==> src/rtl/lom_pkg.sv <==
// Package: shared types and helpers for the line overhead defect monitor.
// Assumes: overhead bytes are 8 bits wide; the error weight rule is a clamp.
package lom_pkg;

    typedef logic [7:0] oh_byte_t;

    // Three-bit codes carried in the low bits of the second protection byte.
    localparam logic [2:0] CODE_AIS = 3'b111;
    localparam logic [2:0] CODE_RDI = 3'b110;

    // Error weight of one frame: the byte value when within range, else zero.
    function automatic oh_byte_t febe_weight(input oh_byte_t raw, input int unsigned max_w);
        if (int'(raw) <= int'(max_w)) return raw;
        return '0;
    endfunction

endpackage

==> src/rtl/persist_filter.sv <==
// Module: persist_filter
// Keeps one defect flag that flips only after a run of consecutive strobed
// frames disagreeing with it. The run length is picked per frame by the mode
// input. A frame that agrees with the flag restarts the run.
// Assumes: both run lengths are at least 1; stb_i is high for one cycle per frame.
module persist_filter #(
    parameter int SONET_N = 5,
    parameter int SDH_N   = 3
) (
    input  logic clk,
    input  logic rst_n,
    input  logic stb_i,
    input  logic sdh_i,
    input  logic match_i,
    output logic defect_o
);

    localparam int MAXN = (SONET_N > SDH_N) ? SONET_N : SDH_N;
    localparam int CW   = $clog2(MAXN + 1);
    localparam logic [CW:0] THR_SONET = (CW+1)'(SONET_N);
    localparam logic [CW:0] THR_SDH   = (CW+1)'(SDH_N);

    logic [CW-1:0] run_cnt;
    logic [CW:0]   run_next;
    logic [CW:0]   thr;

    // Pick the run length and form the would-be next run count.
    always_comb begin
        thr      = sdh_i ? THR_SDH : THR_SONET;
        run_next = {1'b0, run_cnt} + 1'b1;
    end

    // Count disagreeing frames and flip the flag when the run is long enough.
    always_ff @(posedge clk) begin
        if (!rst_n) begin
            run_cnt  <= '0;
            defect_o <= 1'b0;
        end else if (stb_i) begin
            if (match_i == defect_o) begin
                run_cnt <= '0;
            end else if (run_next >= thr) begin
                defect_o <= ~defect_o;
                run_cnt  <= '0;
            end else begin
                run_cnt <= run_next[CW-1:0];
            end
        end
    end


    idle_hold_chk: assert property (@(posedge clk) disable iff (!rst_n)
        !stb_i |=> $stable(defect_o));

    agree_hold_chk: assert property (@(posedge clk) disable iff (!rst_n)
        (stb_i && (match_i == defect_o)) |=> $stable(defect_o) && (run_cnt == '0));

    run_range_chk: assert property (@(posedge clk) disable iff (!rst_n)
        int'(run_cnt) < MAXN);

endmodule

==> src/rtl/aps_capture.sv <==
// Module: aps_capture
// Holds a protection byte pair that changes only after a new value has
// arrived in N consecutive strobed frames. A different value restarts the run.
// Assumes: N >= 2; the value is sampled only on stb_i.
module aps_capture #(
    parameter int W = 16,
    parameter int N = 3
) (
    input  logic         clk,
    input  logic         rst_n,
    input  logic         stb_i,
    input  logic [W-1:0] val_i,
    output logic [W-1:0] held_o
);

    localparam int CW = $clog2(N + 1);
    localparam logic [CW:0] THR = (CW+1)'(N);

    logic [W-1:0]  cand;
    logic [CW-1:0] cand_cnt;
    logic [CW:0]   cand_next;

    // Next run length if the candidate repeats again.
    always_comb cand_next = {1'b0, cand_cnt} + 1'b1;

    // Track the candidate run and update the held pair once the run is complete.
    always_ff @(posedge clk) begin
        if (!rst_n) begin
            held_o   <= '0;
            cand     <= '0;
            cand_cnt <= '0;
        end else if (stb_i) begin
            if (val_i == held_o) begin
                cand_cnt <= '0;
            end else if (val_i == cand) begin
                if (cand_next >= THR) begin
                    held_o   <= val_i;
                    cand_cnt <= '0;
                end else begin
                    cand_cnt <= cand_next[CW-1:0];
                end
            end else begin
                cand     <= val_i;
                cand_cnt <= CW'(1);
            end
        end
    end


    aps_idle_chk: assert property (@(posedge clk) disable iff (!rst_n)
        !stb_i |=> $stable(held_o));

    aps_new_cand_chk: assert property (@(posedge clk) disable iff (!rst_n)
        (stb_i && (val_i != cand)) |=> $stable(held_o));

    aps_range_chk: assert property (@(posedge clk) disable iff (!rst_n)
        int'(cand_cnt) < N);

endmodule

==> src/rtl/febe_accum.sv <==
// Module: febe_accum
// Adds clamped per-frame error weights into a saturating counter. A
// read-and-clear strobe copies the count to a snapshot and restarts the count
// at the increment of the same cycle.
// Assumes: at most one frame per cycle; rd_clr_i is a single-cycle request.
module febe_accum #(
    parameter int CW    = 20,
    parameter int MAX_W = 24
) (
    input  logic          clk,
    input  logic          rst_n,
    input  logic          stb_i,
    input  logic [7:0]    z2_i,
    input  logic          clr_i,
    output logic [CW-1:0] count_o,
    output logic [CW-1:0] snap_o
);

    import lom_pkg::*;

    localparam logic [CW:0] CEIL = {1'b0, {CW{1'b1}}};

    logic [CW-1:0] inc;
    logic [CW:0]   sum;
    logic [CW-1:0] sat_sum;

    // Weight of this cycle's frame and the saturated running sum.
    always_comb begin
        inc     = stb_i ? CW'(febe_weight(z2_i, MAX_W)) : '0;
        sum     = {1'b0, count_o} + {1'b0, inc};
        sat_sum = (sum > CEIL) ? CEIL[CW-1:0] : sum[CW-1:0];
    end

    // Accumulate, or snapshot and restart with this cycle's increment.
    always_ff @(posedge clk) begin
        if (!rst_n) begin
            count_o <= '0;
            snap_o  <= '0;
        end else if (clr_i) begin
            snap_o  <= count_o;
            count_o <= inc;
        end else begin
            count_o <= sat_sum;
        end
    end


    no_wrap_chk: assert property (@(posedge clk) disable iff (!rst_n)
        !clr_i |=> count_o >= $past(count_o));

    snap_take_chk: assert property (@(posedge clk) disable iff (!rst_n)
        clr_i |=> snap_o == $past(count_o));

    clr_idle_chk: assert property (@(posedge clk) disable iff (!rst_n)
        (clr_i && !stb_i) |=> count_o == '0);

    big_z2_chk: assert property (@(posedge clk) disable iff (!rst_n)
        (stb_i && !clr_i && (int'(z2_i) > MAX_W)) |=> $stable(count_o));

endmodule

==> src/rtl/line_oh_monitor.sv <==
// Module: line_oh_monitor (top)
// Per-frame line overhead monitor. Two persistence filters decide the alarm
// and remote defects from K2[2:0], a capture stage holds the protection pair,
// and an accumulator counts far-end block errors.
// Assumes: overhead bytes are valid only while frame_stb is high.
module line_oh_monitor #(
    parameter int SONET_RUN = 5,
    parameter int SDH_RUN   = 3,
    parameter int APS_RUN   = 3,
    parameter int CNT_W     = 20,
    parameter int FEBE_MAX  = 24
) (
    input  logic             clk,
    input  logic             rst_n,
    input  logic             frame_stb,
    input  logic             sdh_mode,
    input  logic [7:0]       k1_byte,
    input  logic [7:0]       k2_byte,
    input  logic [7:0]       z2_byte,
    input  logic             rd_clr,
    output logic             line_ais,
    output logic             line_rdi,
    output logic [7:0]       aps_k1,
    output logic [7:0]       aps_k2,
    output logic [CNT_W-1:0] febe_count,
    output logic [CNT_W-1:0] febe_snap
);

    import lom_pkg::*;

    localparam int NDEF = 2;
    localparam logic [2:0] CODES [NDEF] = '{CODE_AIS, CODE_RDI};

    logic [NDEF-1:0] code_hit;
    logic [NDEF-1:0] defect;
    logic [15:0]     aps_pair;

    // One persistence filter per defect code.
    generate
        for (genvar g = 0; g < NDEF; g++) begin : g_def
            assign code_hit[g] = (k2_byte[2:0] == CODES[g]);
            persist_filter #(
                .SONET_N (SONET_RUN),
                .SDH_N   (SDH_RUN)
            ) filt_i (
                .clk      (clk),
                .rst_n    (rst_n),
                .stb_i    (frame_stb),
                .sdh_i    (sdh_mode),
                .match_i  (code_hit[g]),
                .defect_o (defect[g])
            );
        end
    endgenerate

    assign line_ais = defect[0];
    assign line_rdi = defect[1];

    aps_capture #(
        .W (16),
        .N (APS_RUN)
    ) aps_i (
        .clk    (clk),
        .rst_n  (rst_n),
        .stb_i  (frame_stb),
        .val_i  ({k1_byte, k2_byte}),
        .held_o (aps_pair)
    );

    assign aps_k1 = aps_pair[15:8];
    assign aps_k2 = aps_pair[7:0];

    febe_accum #(
        .CW    (CNT_W),
        .MAX_W (FEBE_MAX)
    ) febe_i (
        .clk     (clk),
        .rst_n   (rst_n),
        .stb_i   (frame_stb),
        .z2_i    (z2_byte),
        .clr_i   (rd_clr),
        .count_o (febe_count),
        .snap_o  (febe_snap)
    );

    // the two codes exclude each other, so both defects never stand together
    defect_excl_chk: assert property (@(posedge clk) disable iff (!rst_n)
        !(line_ais && line_rdi));

    reset_state_chk: assert property (@(posedge clk)
        !rst_n |=> !line_ais && !line_rdi && (febe_count == '0) && (aps_pair == '0));

endmodule

==> config.mk <==
export PLATFORM = sky130hd
export DESIGN_NAME = line_oh_monitor
export DESIGN_NICKNAME = d
export VERILOG_FILES = /design/src/rtl/lom_pkg.sv /design/src/rtl/persist_filter.sv /design/src/rtl/aps_capture.sv /design/src/rtl/febe_accum.sv /design/src/rtl/line_oh_monitor.sv
export SDC_FILE = /design/constraint.sdc
export NUM_CORES = 1
export LEC_CHECK = 0
export CAP_MARGIN = 0
export CORE_UTILIZATION = 63
export CTS_CLUSTER_SIZE = 14
export DETAILED_ROUTE_END_ITERATION = 10
export DONT_BUFFER_PORTS = 1
export HOLD_SLACK_MARGIN = 0.1
export PLACE_DENSITY = 0.79
export SKIP_CTS_REPAIR_TIMING = 1
export SYNTH_ARGS = -nofsm -noshare
export SYNTH_HDL_FRONTEND = slang
export SYNTH_SLANG_ARGS = --single-unit
==> constraint.sdc <==
create_clock -name clk -period 3.6 [get_ports clk]
set_input_delay 0.54 -clock clk [delete_from_list [all_inputs] [get_ports clk]]
set_output_delay 0.54 -clock clk [all_outputs]
set_load 0.03 [all_outputs]
# == After elaboration in Yosys (flattened, before gate mapping) ==
# Cells that the tools add are included.
# word_totals
input_bits,29
out_inout_bits,58
reg_bits,82
elab_cells,48
# classes
bitwise_logic,6
eq_ne,6
n_mux,14
add_sub_neg,4
n_reduce_logical,4
magnitude_cmp,5
# ops
operator,n
2-to-1 mux 20 bit,2
== test 16 bit,2
2-to-1 mux 8 bit,3
adder 20 x 20 -> 21 bit,1
"greater-than comparator 21 x 20 -> 1 bit, second input constant",1
2-to-1 mux 3 bit,5
AND reduction 3 bit,3
"adder 3 x 1 -> 4 bit, second input constant",2
>= comparator 4 bit,2
"<= comparator 8 x 5 -> 1 bit, second input constant",1
"== test 3 bit, second input constant",2
2-to-1 mux 2 bit,3
inverter 1 bit,6
AND reduction 4 bit,1
"adder 2 x 1 -> 3 bit, second input constant",1
">= comparator 3 x 2 -> 1 bit, second input constant",1
== test 1 bit,2
2-to-1 mux 1 bit,1

# == Logic depth before layout (Yosys ltp) ==
# logic_depth
ltp_word,8
mapped_depth,14
depth_no_buf,12

# == Modules after synthesis ==
# Synthesis repeated with hierarchy kept, for this count alone.
# hier_totals
hier_cells,449
area_unflattened_um2,4269.1
# modules_own_cells
mod,seq_area_each_um2,n_inst,area_each_um2,cells_per_inst
febe_accum,800.8,1,2029.4,215
aps_capture,680.7,1,1690.4,174
persist_filter,80.1,2,266.5,29
line_oh_monitor,0.0,1,16.3,2

# == Worst setup path after synthesis ==
# No wires, ideal clock.
# synth_path
kind,in2reg
start,input port frame_stb
end,register febe_i.count_o[1]
n_path_buf,2
setup_slack_ns,0.281
setup_time_ns,0.074
required_ns,3.526
arrival_time_ns,3.244
stages,14
path_cell_list,clkbuf_2 inv_1 nor4b_1 and2_1 ha_1 inv_1 fa_1 nor2b_4 o31a_2 o21ai_2 a31oi_4 nand3_1 buf_2 a31oi_1
# synth_via
elab_chain_len,5
# synth_lines
element,line_no,text
start: declaration,line_oh_monitor.sv:15,"input logic frame_stb,"
2-to-1 mux 8 bit (*),febe_accum.sv:29,"inc = stb_i ? CW'(febe_weight(z2_i, MAX_W)) : '0;"
adder 20 x 20 -> 21 bit,febe_accum.sv:30,"sum = {1'b0, count_o} + {1'b0, inc};"
greater-than comparator 21 x 20 -> 1 bit,febe_accum.sv:31,sat_sum = (sum > CEIL) ? CEIL[CW-1:0] : sum[CW-1:0];
2-to-1 mux 20 bit,febe_accum.sv:31,
2-to-1 mux 20 bit (*),febe_accum.sv:39,end else if (clr_i) begin
end signal: assignment,febe_accum.sv:41,count_o <= inc;
end signal: assignment,febe_accum.sv:43,count_o <= sat_sum;
end: declaration,febe_accum.sv:15,"output logic [CW-1:0] count_o,"
# Mark *: on every way between the ends. The rest lies on a longest branch, timed or not.
# A chain may end at the register's enable or synchronous reset.

# == Worst setup path after layout ==
# layout_path
start,input port z2_byte[0]
end,register febe_i.count_o[3]
# layout_via
elab_chain_len,8
word_cells_on_any_way,9
cone_classes,add/sub (1); order compare (2); mux (6)
# layout_lines
element,line_no,text
start: declaration,line_oh_monitor.sv:19,"input logic [7:0] z2_byte,"
<= comparator 8 x 5 -> 1 bit,lom_pkg.sv:13,if (int'(raw) <= int'(max_w)) return raw;
2-to-1 mux 1 bit,lom_pkg.sv:13,
2-to-1 mux 8 bit (*),lom_pkg.sv:14,return '0;
2-to-1 mux 8 bit (*),febe_accum.sv:29,
adder 20 x 20 -> 21 bit,febe_accum.sv:30,
greater-than comparator 21 x 20 -> 1 bit,febe_accum.sv:31,
2-to-1 mux 20 bit,febe_accum.sv:31,
2-to-1 mux 20 bit (*),febe_accum.sv:39,
# Mark *: on every way between the ends. The rest lies on a longest branch, timed or not. The select of a mux whose other input is x is not followed.

==> flow_summary.json <==
{
  "grt_usage": 0.2471,
  "core_um2": 6422,
  "placed_area_um2": 4199,
  "seqPwrFrac": 0.576,
  "place.gp.congestion": 0.7799,
  "worstHoldPathType": "primary input to register",
  "route.detailed.drc": 12,
  "critPathKind": "primary input to register",
  "clock_path_buffers": 2,
  "grt_overflow": 0,
  "rsz0062_at_grt": "false",
  "peakVddDrop_uv": 248.7,
  "synth_cells": 461,
  "synthMuxAreaShare": 0.09285,
  "synth-compound-area-share": 0.1335,
  "avgSynthCellArea_um2": 9.149,
  "arrival_ns": 3.42,
  "synth_top_area_share": 0.3892,
  "tns_ns": 0,
  "sw_frac_of_total": 0.2450,
  "synth_most_common_cell": "dfxtp_1",
  "slew_violations": 0,
  "cts_made_buffers": 9,
  "viasPerCell": 5.891,
  "slew_headroom": 0.3057,
  "max_slew.worst_pin.slew_ns": 1.040,
  "fin_area_um2": 4363,
  "synth_area_leaders": "dfxtp_1 39%, mux2i_1 9.0%, xnor2_1 8.3%",
  "ys_seq_area_frac": 0.3892,
  "routed_wl_um": 8305,
  "die_h_um": 83.82,
  "diodes": 0,
  "ys_ff_latch": 82,
  "total_leakage_power_uw": 0.001748,
  "finalSetupViolCount": 0,
  "synth_common_cells": "82 x dfxtp_1, 63 x nand2_1, 40 x xnor2_1",
  "yosysUniqueCellTypes": 57,
  "power.share.clock": 0.348,
  "yosys.area_share.simple": 0.2029,
  "synth_top_cell_by_area": "dfxtp_1",
  "grt_pass1_vias": 2926,
  "p_total_uw": 1670,
  "drtIter0Drc": 135,
  "rows": 29,
  "area_growth_pct": 3.441,
  "fin_crit_sh": 0.8760,
  "synth_top_family_by_area": "simple AND/OR/NAND/NOR gates",
  "die_w_um": 83.82,
  "finalCriticalPeriod_ns": 3.154,
  "fin_skew_ns": 0.006080,
  "dpl.hpwl_um": 5887,
  "firstDrtPassIters": 10,
  "root_buffer": "clkbuf_8",
  "finalHoldViolCount": 0,
  "final_util": 0.6793,
  "cts_sinks": 82,
  "die-area_um2": 7026,
  "io_pins": 87,
  "num_vias": 3134,
  "ys.flop_type": "dfxtp_1",
  "wl_per_cell_um": 15.61,
  "antenna_left": 0,
  "maxCapViolations": 0,
  "grt_max_degree": 101,
  "synthArstFlopShare": 0,
  "yosys.area_share.adder": 0.04034,
  "start_util": 0.6567,
  "crit_fanout": 9,
  "power_density_nw_per_um2": 382.7,
  "net-switching-power_uw": 409.1,
  "outcome": "finished with violations",
  "start_kind": "primary input",
  "violations": "DRC",
  "antenna_found_initial": 0,
  "p_int_uw": 1261,
  "endpoint_kind": "register",
  "layout-drive-gt1-share": 0.06813,
  "combPwrFrac": 0.076,
  "clkTransAtPathRegs_ns": 0.08,
  "ys.warnings.count": 0,
  "io_buffers": 0,
  "synth-xor-area-share": 0.09522,
  "grt_pass1_wl_um": 13990,
  "cp.required_ns": 3.87,
  "htree_levels": 3,
  "fin_nets": 492,
  "tritoncts": "yes",
  "clk_latency_ns": 0.35,
  "synth_edf_count": 0,
  "fmax_mhz": 317.1,
  "syn-cell-area_um2": 4218
}
critical path: stages:
cell and delay [ns]:
o311a_1 0.32, nor4b_1 0.49, and2_1 0.23, ha_1 0.17, inv_1 0.06, fa_1 0.42, nor2b_4 0.15, o31a_2 0.16
o21ai_2 0.09, a31oi_4 0.20, nand3_1 0.19, buf_4 0.23, a31oi_1 0.19
worst paths after layout:
kind / depth (start not counted) / end / slack, ns / startpoint
setup / recovery: 13 / febe_i.count_o[3]$_SDFF_PN0_ / 0.45 / z2_byte[0]
setup reg to reg: 10 / febe_i.count_o[3]$_SDFF_PN0_ / 1.04 / febe_i.count_o[0]$_SDFF_PN0_
hold / removal: 2 / aps_i.held_o[4]$_SDFFE_PN0P_ / 0.32 / k2_byte[4]
hold reg to reg: 2 / aps_i.cand[3]$_SDFFE_PN0P_ / 0.47 / aps_i.cand[3]$_SDFFE_PN0P_
registers in the layout, summed over array words and instances (netlist names):
| signal | cells |
|---|---|
| aps_i.cand_cnt | 2 |
| febe_i.snap_o | 20 |
| g_def.filt_i.run_cnt | 6 |
| febe_i.count_o | 20 |
| aps_i.cand | 16 |
| g_def.filt_i.defect_o | 2 |
| aps_i.held_o | 16 |
cell type report:
| type | count | area, um2 |
|---|---|---|
| clock buffers | 13 | 148.9 |
| clock inverters | 3 | 15.01 |
| fillers | 507 | 2059 |
| inverters | 14 | 52.55 |
| multi-input cells | 341 | 2394 |
| flip-flops and latches | 82 | 1642 |
| well taps | 77 | 96.34 |
| repair buffers | 2 | 15.01 |
metrics by stage:
| step | worst slack, ns | cells | hold WS [ns] |
|---|---|---|---|
| finish | 0.4465 | 532 | 0.3205 |
| global route | 0.1431 | 532 | 0.3175 |
| CTS | 0.4570 | 532 | 0.3141 |
| detailed placement | 0.1122 | 516 | 0.4657 |
| global placement | 0.2432 | 516 | 0.4568 |
| floorplan | 0.2815 | 463 | 0.4486 |
metal layers:
| metal | vias up | global-route usage | wire length (um) |
|---|---|---|---|
| met5 | - | 0 | 0 |
| met4 | 0 | 0.09561 | 133 |
| met3 | 12 | 0.05638 | 463 |
| met2 | 86 | 0.3875 | 3897 |
| met1 | 1462 | 0.3310 | 3810 |
| li1 | 1574 | - | - |
logic make-up after synthesis:
family,Yosys count
buf+inv,40
compound gates,78
flops,82
fa+ha+maj,13
xor+xnor,45
other cells,1
mux,39
simple gates,163
power by group through the flow:
stage	registers (uW)	logic, uW	clock network, uW
CTS	962	126	593
global route	965	142	622
floorplan	979	136	0
global placement	982	122	0
finish	962	126	582
detailed placement	983	125	0
placed cells by master (no fill, tap or decap), types with 2 or more instances in the layout:
master / n
a311oi_1: 5
nand2_1: 63
xnor2_1: 40
o41ai_4: 2
a21oi_1: 16
nor2_1: 11
and2_1: 12
inv_1: 13
and3_1: 6
nand2b_1: 2
clkinv_2: 3
o221a_2: 2
o311a_1: 2
a22o_1: 2
a211oi_1: 2
o22ai_1: 4
a21boi_0: 2
a211o_1: 2
buf_4: 2
a31oi_1: 6
nor2b_1: 24
clkbuf_8: 10
nor3_1: 6
o21ai_0: 22
conb_1: 3
nand4_1: 7
clkbuf_1: 3
mux2i_1: 38
o21a_1: 3
ha_1: 12
nand3_1: 22
dfxtp_1: 82
xor2_1: 4
No activity file was read; power rests on OpenSTA's default activity.
